[config.mk]
export PLATFORM = sky130hd
export DESIGN_NAME = pwm_lockreg
export DESIGN_NICKNAME = d
export VERILOG_FILES = /design/src/rtl/pwm_lock_pkg.sv /design/src/rtl/pwm_regs.sv /design/src/rtl/pwm_stage.sv /design/src/rtl/pwm_engine.sv /design/src/rtl/pwm_lockreg.sv
export SDC_FILE = /design/constraint.sdc
export NUM_CORES = 1
export LEC_CHECK = 0
export ABC_AREA = 1
export BUFFER_PORTS_ARGS = -buffer_cell sky130_fd_sc_hd__buf_2
export CAP_MARGIN = 25
export CORE_MARGIN = 5
export CORE_UTILIZATION = 65
export CTS_BUF_LIST = sky130_fd_sc_hd__clkbuf_4
export DETAILED_ROUTE_END_ITERATION = 10
export PLACE_DENSITY = 0.85
export SKIP_CTS_REPAIR_TIMING = 1
export SYNTH_ARGS = -nofsm -noshare
export SYNTH_HDL_FRONTEND = slang
export SYNTH_SLANG_ARGS = --single-unit
[constraint.sdc]
create_clock -name clk -period 7.2 [get_ports clk]
set_clock_uncertainty 0.2 [all_clocks]
set_input_delay 0.72 -clock clk [delete_from_list [all_inputs] [get_ports clk]]
set_output_delay 0.72 -clock clk [all_outputs]
set_load 0.03 [all_outputs]
[src/rtl/pwm_lock_pkg.sv]
package pwm_lock_pkg;

  // control word bit positions
  localparam int unsigned CTL_EN   = 0;
  localparam int unsigned CTL_CONT = 1;
  localparam int unsigned CTL_DLVL = 3;
  localparam int unsigned CTL_ILVL = 4;
  localparam int unsigned CTL_LOCK = 6;

  // register word index
  typedef enum logic [1:0] {
    SEL_CNT  = 2'd0,
    SEL_PER  = 2'd1,
    SEL_DUTY = 2'd2,
    SEL_CTL  = 2'd3
  } reg_sel_e;

  // output levels for the duty and the idle portion of a period
  typedef struct packed {
    logic dlvl;
    logic ilvl;
  } pol_t;

endpackage

[src/rtl/pwm_regs.sv]
module pwm_regs
  import pwm_lock_pkg::*;
#(
  parameter int DATA_W = 32
) (
  input  logic              clk,
  input  logic              rst,
  input  logic              we,
  input  logic [1:0]        addr,
  input  logic [DATA_W-1:0] wdata,
  input  logic [DATA_W-1:0] cnt_live,
  output logic [DATA_W-1:0] rdata,
  output logic [DATA_W-1:0] period_sh,
  output logic [DATA_W-1:0] duty_sh,
  output logic              run_sh,
  output logic              lock_sh,
  output pol_t              pol_sh
);

  logic [DATA_W-1:0] ctrl_sh;
  reg_sel_e          sel;

  assign sel = reg_sel_e'(addr);

  function automatic logic [DATA_W-1:0] f_read(
    input reg_sel_e          s,
    input logic [DATA_W-1:0] c,
    input logic [DATA_W-1:0] p,
    input logic [DATA_W-1:0] d,
    input logic [DATA_W-1:0] k
  );
    unique case (s)
      SEL_CNT:  return c;
      SEL_PER:  return p;
      SEL_DUTY: return d;
      default:  return k;
    endcase
  endfunction

  always_ff @(posedge clk) begin
    if (rst) begin
      period_sh <= '0;
      duty_sh   <= '0;
      ctrl_sh   <= '0;
    end else if (we) begin
      unique case (sel)
        SEL_PER:  period_sh <= wdata;
        SEL_DUTY: duty_sh   <= wdata;
        SEL_CTL:  ctrl_sh   <= wdata;
        default:  ;
      endcase
    end
  end

  always_ff @(posedge clk) begin
    if (rst) rdata <= '0;
    else     rdata <= f_read(sel, cnt_live, period_sh, duty_sh, ctrl_sh);
  end

  assign run_sh      = ctrl_sh[CTL_EN] & ctrl_sh[CTL_CONT];
  assign lock_sh     = ctrl_sh[CTL_LOCK];
  assign pol_sh.dlvl = ctrl_sh[CTL_DLVL];
  assign pol_sh.ilvl = ctrl_sh[CTL_ILVL];


  cnt_write_ignored_chk: assert property (@(posedge clk) disable iff (rst)
    (we && sel == SEL_CNT) |=> ($stable(period_sh) && $stable(duty_sh) && $stable(ctrl_sh)));

endmodule

[src/rtl/pwm_stage.sv]
module pwm_stage
  import pwm_lock_pkg::*;
#(
  parameter int CNT_W = 32
) (
  input  logic             clk,
  input  logic             rst,
  input  logic             start,
  input  logic             wrap,
  input  logic             live,
  input  logic             lock,
  input  logic [CNT_W-1:0] period_sh,
  input  logic [CNT_W-1:0] duty_sh,
  input  pol_t             pol_sh,
  output logic [CNT_W-1:0] act_period,
  output logic [CNT_W-1:0] act_duty,
  output pol_t             act_pol
);

  logic load_now;

  // fresh run always reloads; a rollover reloads only when unlocked
  assign load_now = start || (wrap && !lock);

  always_ff @(posedge clk) begin
    if (rst) begin
      act_period <= '0;
      act_duty   <= '0;
      act_pol    <= '0;
    end else if (load_now) begin
      act_period <= period_sh;
      act_duty   <= duty_sh;
      act_pol    <= pol_sh;
    end
  end


  mid_period_hold_chk: assert property (@(posedge clk) disable iff (rst)
    (live && !wrap) |=> ($stable(act_period) && $stable(act_duty) && $stable(act_pol)));


  lock_freeze_chk: assert property (@(posedge clk) disable iff (rst)
    (live && lock) |=> ($stable(act_period) && $stable(act_duty) && $stable(act_pol)));

endmodule

[src/rtl/pwm_engine.sv]
module pwm_engine
  import pwm_lock_pkg::*;
#(
  parameter int CNT_W = 32
) (
  input  logic             clk,
  input  logic             rst,
  input  logic             run,
  input  logic             idle_sh,
  input  logic [CNT_W-1:0] act_period,
  input  logic [CNT_W-1:0] act_duty,
  input  pol_t             act_pol,
  output logic [CNT_W-1:0] cnt,
  output logic             start,
  output logic             wrap,
  output logic             live,
  output logic             pwm_out
);

  logic started;

  function automatic logic f_last(input logic [CNT_W-1:0] c, input logic [CNT_W-1:0] p);
    return ({1'b0, c} + 1'b1) >= {1'b0, p};
  endfunction

  function automatic logic f_level(input logic [CNT_W-1:0] c, input logic [CNT_W-1:0] d,
                                   input pol_t pl);
    return (c < d) ? pl.dlvl : pl.ilvl;
  endfunction

  assign live  = run && started;
  assign start = run && !started;
  assign wrap  = live && f_last(cnt, act_period);

  always_ff @(posedge clk) begin
    if (rst || !run) begin
      cnt     <= '0;
      started <= 1'b0;
    end else if (!started) begin
      cnt     <= '0;
      started <= 1'b1;
    end else if (wrap) begin
      cnt <= '0;
    end else begin
      cnt <= cnt + 1'b1;
    end
  end

  assign pwm_out = live ? f_level(cnt, act_duty, act_pol) : idle_sh;


  idle_count_chk: assert property (@(posedge clk) disable iff (rst)
    !run |=> (cnt == '0));


  cnt_range_chk: assert property (@(posedge clk) disable iff (rst)
    (live && act_period != '0) |-> (cnt < act_period));


  full_duty_chk: assert property (@(posedge clk) disable iff (rst)
    (live && act_duty >= act_period) |-> (pwm_out == act_pol.dlvl));

endmodule

[src/rtl/pwm_lockreg.sv]
module pwm_lockreg
  import pwm_lock_pkg::*;
#(
  parameter int DATA_W = 32
) (
  input  logic              clk,
  input  logic              rst,
  input  logic              reg_we,
  input  logic [1:0]        reg_addr,
  input  logic [DATA_W-1:0] reg_wdata,
  output logic [DATA_W-1:0] reg_rdata,
  output logic              pwm_out
);

  localparam int CNT_W = DATA_W;

  logic [CNT_W-1:0] period_sh, duty_sh, act_period, act_duty, cnt;
  logic             run_sh, lock_sh, start, wrap, live;
  pol_t             pol_sh, act_pol;

  pwm_regs #(.DATA_W(DATA_W)) u_regs (
    .clk(clk), .rst(rst), .we(reg_we), .addr(reg_addr), .wdata(reg_wdata),
    .cnt_live(cnt), .rdata(reg_rdata), .period_sh(period_sh), .duty_sh(duty_sh),
    .run_sh(run_sh), .lock_sh(lock_sh), .pol_sh(pol_sh)
  );

  pwm_stage #(.CNT_W(CNT_W)) u_stage (
    .clk(clk), .rst(rst), .start(start), .wrap(wrap), .live(live), .lock(lock_sh),
    .period_sh(period_sh), .duty_sh(duty_sh), .pol_sh(pol_sh),
    .act_period(act_period), .act_duty(act_duty), .act_pol(act_pol)
  );

  pwm_engine #(.CNT_W(CNT_W)) u_engine (
    .clk(clk), .rst(rst), .run(run_sh), .idle_sh(pol_sh.ilvl),
    .act_period(act_period), .act_duty(act_duty), .act_pol(act_pol),
    .cnt(cnt), .start(start), .wrap(wrap), .live(live), .pwm_out(pwm_out)
  );

endmodule

Word level (Yosys, flattened, before mapping) --
Cells that the tools add are included.
Word-level totals: word-level logic and storage cells 37, register bits after elaboration 227, output and inout bits 33, input bits 37
Cells by class: multiplexer cells 4, reduce and logical (&&, ||, !) cells 14, equal/unequal tests 3, order comparisons 2, add/subtract/negate cells 2, bitwise logic cells 2
Operators by type and width (number):
- $pmux 32 s3 | 1
- $add 32x1->33 const B | 1
- $ge 33x32->1 | 1
- $add 32x1->32 const B | 1
- $lt 32x32->1 | 1
- $reduce_and 2->1 | 3
- $eq 2x2->1 const B | 2
- $logic_and 1x1->1 | 4
- $logic_not 1->1 | 3
- $mux 1 | 3
- $reduce_or 3->1 | 1
- $eq 2x1->1 const B | 1
- $logic_not 2->1 | 1
- $logic_or 1x1->1 | 2
- $and 1x1->1 | 1
- $not 1->1 | 1

Depth between registers and ports, before layout --
word-level depth 5, depth in mapped cells 30, mapped depth without buffers 28

Modules after synthesis --
A second synthesis with hierarchy kept.
Second synthesis, totals: cell total of the unflattened synthesis 1762, area total of the unflattened synthesis 12059.1 um2
Modules (own cells, without submodules):
- pwm_regs | seq. area each 2562.5 um2, times used 1, cells an instance 784, area an instance 5507.8 um2
- pwm_engine | seq. area each 660.6 um2, times used 1, cells an instance 543, area an instance 3613.5 um2
- pwm_stage | seq. area each 1321.3 um2, times used 1, cells an instance 435, area an instance 2937.8 um2

Least setup slack after synthesis --
No wires, ideal clock.
path kind register to register, start register u_engine.cnt[0], end register u_stage.act_period[12], data arrival time 3174 ps, buffers on the path 2, stages on the path, launching flop included 29, setup time 113 ps, data required time 6887 ps, slack 3712 ps, clock period less this slack 3488 ps, path through dfxtp_1 -> ha_1 -> nand2_2 -> nor2_4 -> nand3_2 -> nor2_4 -> nand2_1 -> inv_1 -> nand3_1 -> nor3_1 -> nand2_1 -> xor2_1 -> inv_1 -> ha_1 -> nand2_1 -> nor2_1 -> nand2_1 -> nor2_1 -> nand2_1 -> nand2_1 -> nand2_1 -> nand2_1 -> nor2_1 -> nand3_2 -> nand3_4 -> buf_12 -> buf_6 -> a21oi_2 -> nor2_1
Between the ends: word-level cells in the longest chain between the ends 5
RTL lines:
- start: declaration | RTL line pwm_engine.sv:13 | output logic [CNT_W-1:0] cnt,
- start signal: assignment | RTL line pwm_engine.sv:45 | cnt <= cnt + 1'b1;
- $add 32x1->33 | RTL line pwm_engine.sv:23 | return ({1'b0, c} + 1'b1) >= {1'b0, p};
- $ge 33x32->1 | RTL line pwm_engine.sv:23
- $logic_and 1x1->1 | RTL line pwm_engine.sv:33 | assign wrap = live && f_last(cnt, act_period);
- $logic_and 1x1->1 | RTL line pwm_stage.sv:23 | assign load_now = start || (wrap && !lock);
- $logic_or 1x1->1 | RTL line pwm_stage.sv:23
- end signal: assignment | RTL line pwm_stage.sv:31 | act_period <= period_sh;
- end: declaration | RTL line pwm_stage.sv:15 | output logic [CNT_W-1:0] act_period,
Every way passes these cells. A chain may end at the register's enable or synchronous reset.

Worst setup path in the final report --
start register u_engine.cnt[0], end register u_stage.act_duty[23]
Between the ends: word-level cells in the longest chain between the ends 5
RTL lines:
- $add 32x1->33 | RTL line pwm_engine.sv:23
- $ge 33x32->1 | RTL line pwm_engine.sv:23
- $logic_and 1x1->1 | RTL line pwm_engine.sv:33
- $logic_and 1x1->1 | RTL line pwm_stage.sv:23
- $logic_or 1x1->1 | RTL line pwm_stage.sv:23
- end signal: assignment | RTL line pwm_stage.sv:32 | act_duty <= duty_sh;
- end: declaration | RTL line pwm_stage.sv:16 | output logic [CNT_W-1:0] act_duty,
Every way passes these cells.

==> impl_metrics.yaml <==
setup_path:
  crit_type: "flop to flop"
  start_kind: "flop"
  r2r_start: "u_engine.cnt[0]$_SDFF_PP0_"
  worstReg2RegEnd: "u_stage.act_duty[23]$_SDFFE_PP0P_"
  cp-startpoint: "u_engine.cnt[0]$_SDFF_PP0_"
  crit_fanout: 75
  ff2ff_path_depth: 23
  critPathSlowestCell: "nand3_4"
  critPathRequiredTime_ps: 7560
  critPathMaxStageDelay_ps: 650
  end_kind: "flop"
  reg2reg_slack_ps: 2290
  critPathMostFrequentCell: "nand2_1"
  crit_chain: "ha_1 > nand2_2 > nor2_4 > nand3_2 > nor2_4 > nand2_1 > inv_1 > nand3_1 > nor3_1 > nand2_1 > xor2_1 > inv_1 > ha_1 > nand2_1 > nor3_1 > nand2_1 > nor2_1 > nand2_1 > nand3_2 > nand3_4 > buf_4 > a21oi_1 > nor2_1"
  cp_data_arrival_time_ps: 5260
route:
  num_vias: 10600
  first_pass_iters: 7
  vias_per_cell: 5.67
  drc_errors: 0
  drt_iter0_drc: 1095
  wl_per_cell_um: 16.2
  routed_wirelength_um: 30200
  drtAntennaViolNets: 0
placement:
  pre_cts_ws_ps: 2390
  hpwl_um: 20700
  dpl-instance-area_um2: 11500
  gp_congestion: 0.934
  portBuffers: 69
final_layout:
  layout.area.seq_um2: 4540
  area_growth_pct: 9.38
  drive_above_1_share_pct: 12.8
  fillers: 1357
  design_area_um2: 12200
  multiInputGateArea_um2: 5340
  nets: 1699
synthesis:
  synth_nets: 1644
  yosys.area_share.simple_pct: 22.5
  synthAdderAreaFrac_pct: 7.19
  syn_avg_cell_area_um2: 7.22
  yosysSeqAreaShare_pct: 40.8
  ys_seq_elements: 227
  synth.area.mux_share_pct: 0
  synth_compound_area_share_pct: 16.6
  synth_area_um2: 11100
  synth_edf_count: 0
  yosysWarningCount: 0
  synth_flop_cell: "dfxtp_1"
  async_flop_share_pct: 0
  ys_types: 35
  synth-xor-area-share_pct: 1.42
  synth_cells: 1543
  synth_top_family_by_area: "simple AND/OR/NAND/NOR gates"
power:
  p_sw_uw: 674
  power_frac_comb_pct: 7.1
  p_int_uw: 1880
  pwr-share-clk_pct: 41.8
  pwr-share-seq_pct: 51.2
  swShare_pct: 26.4
  power_leakage_uw: 0.00588
  power.density_nw_per_um2: 210
  max-vdd-ir-drop_uv: 221
floorplanning:
  die_x_um: 141
  dieArea_um2: 19900
  fp-row-count: 47
  die_height_um: 141
  initial_core_util_pct: 66.7
  ios: 70
  core_area_um2: 16700
job:
  maxCapViolations: 0
clocking:
  cts_tree: "yes"
  cts.clk_slew.worst_paths_ps: 70
  cts.sinks: 227
  cts_buffers: 58
  clock_path_buffers: 3
  cts_root_buf: "clkbuf_4"
  cts_max_level: 2
  worstSkewPairLatency_ps: 680
sta:
  rsz0062_at_grt: "false"
  setup_viol: 0
  setup-tns-final_ps: 0
  period_minus_slack_ps: 4910
  drv_slew: 0
  finalHoldViolCount: 0
  holdWs_ps: 134
  finalCritPeriodShare_pct: 68.1
  max_freq_mhz: 204
  setup_ws_ps: 2290
  worst_pin_slew_ps: 1060
  max_slew_margin_pct: 29.3
worst_hold_path:
  whs_path_depth: 3
  hp-start: "reg_wdata[19]"
  min_to: "u_regs.duty_sh[19]$_SDFFE_PP0P_"
  min_path_type: "primary input to flop"
global_routing:
  grt_first_pass_wirelength_um: 48600
  grt_max_degree: 108
  track_usage_pct: 29.8
  grt.overflow.total: 0
  first_global_vias: 9573
  antenna_found_initial: 1
status:
  status: "finished, final reports clean"
[critical path, delay by kind of cell (launching register included)]
| family | cells | cell delay (ps) |
|---|---|---|
| buf+inv | 3 | 710 |
| simple gates | 16 | 2550 |
| xor+xnor | 1 | 200 |
| fa+ha+maj | 2 | 510 |
| flops | 1 | 430 |
| compound gates | 1 | 190 |
[logic make-up (layout without fill, tap and decap cells)]
kind of cell / Yosys count / in the layout
compound gates: 328 / 328
fa+ha+maj: 64 / 64
flops: 227 / 227
simple gates: 589 / 589
buf+inv: 317 / 418
other cells: 0 / 1
xor+xnor: 18 / 18
[power groups by stage]
stage               combinational, uW  clock, uW  sequential (uW)
global placement                  172          0             1330
finish                            181       1070             1310
floorplan                         111          0             1340
CTS                               178       1080             1310
detailed placement                176          0             1330
global route                      199       1150             1310
[worst max-delay path by stage]
stage	end	slack (ps)	cells after the start
2_1_floorplan	u_stage.act_period[12]$_SDFFE_PP0P_	3710	28
3_3_place_gp	u_stage.act_period[15]$_SDFFE_PP0P_	2560	27
4_1_cts	u_stage.act_duty[26]$_SDFFE_PP0P_	2330	24
6_report	u_stage.act_duty[23]$_SDFFE_PP0P_	2290	23
5_1_grt	u_stage.act_duty[22]$_SDFFE_PP0P_	1720	28
3_5_place_dp	u_stage.act_duty[26]$_SDFFE_PP0P_	2390	23
[synth_stat cells, types with 16 or more instances]
| library cell | count | area share [%] |
|---|---|---|
| a21oi_1 | 180 | 8.1 |
| a21oi_2 | 20 | 1.6 |
| clkbuf_1 | 64 | 2.2 |
| dfxtp_1 | 227 | 41 |
| ha_1 | 64 | 7.2 |
| inv_1 | 231 | 7.8 |
| nand2_1 | 279 | 9.4 |
| nand3_1 | 119 | 5.3 |
| nor2_1 | 148 | 5.0 |
| o2111ai_1 | 17 | 1.3 |
| o21ai_0 | 88 | 4.0 |
| xor2_1 | 16 | 1.3 |
[stage by stage]
stage / cells / total power, uW / util (%)
3_3_place_gp: 1758 / 1510 / 68.6
2_1_floorplan: 1543 / 1450 / -
3_5_place_dp: 1758 / 1510 / 68.6
4_1_cts: 1864 / 2570 / 72.9
6_report: 1865 / 2560 / 72.9
5_1_grt: 1865 / 2660 / 72.9
[layer usage]
metal	share of wire [%]	vias to the layer above	global-route usage, %	wire, um
li1	-	5133	-	-
met1	44	4852	44.5	13300
met2	42	525	42.6	12700
met3	12	62	7.69	3620
met4	1.9	0	8.06	562
met5	0	-	0	0
[area by class of cell]
cell class,count,share of cell area (%)
inverters,231,7.14
repair buffers,81,3.57
well taps,220,2.26
flip-flops and latches,227,37.3
clock buffers,85,5.24
clock inverters,21,0.647
diodes,1,0.0205
multi-input cells,999,43.8
[layout by cell type (no fill, tap or decap), drive strengths merged, types with 13 or more instances in the layout]
cell type / synthesis / routed
buf: 22 / 81
dfxtp: 227 / 227
nor3: 13 / 13
clkinv: 0 / 20
clkbuf: 64 / 85
a21oi: 200 / 200
inv: 231 / 232
nand2: 281 / 281
o21ai: 88 / 88
ha: 64 / 64
nor2: 154 / 154
o2111ai: 17 / 17
nand3: 123 / 123
xor2: 16 / 16
o221ai: 13 / 13
[sequential cells by signal, indices dropped and copies added, names as in the netlist, 2 cells and up]
name and cells:
u_engine.cnt 32, u_stage.act_period 32, u_stage.act_pol 2, u_regs.period_sh 32, u_regs.rdata 32, u_stage.act_duty 32
u_regs.ctrl_sh 32, u_regs.duty_sh 32
Note: power is estimated with default switching activity, not from simulation.
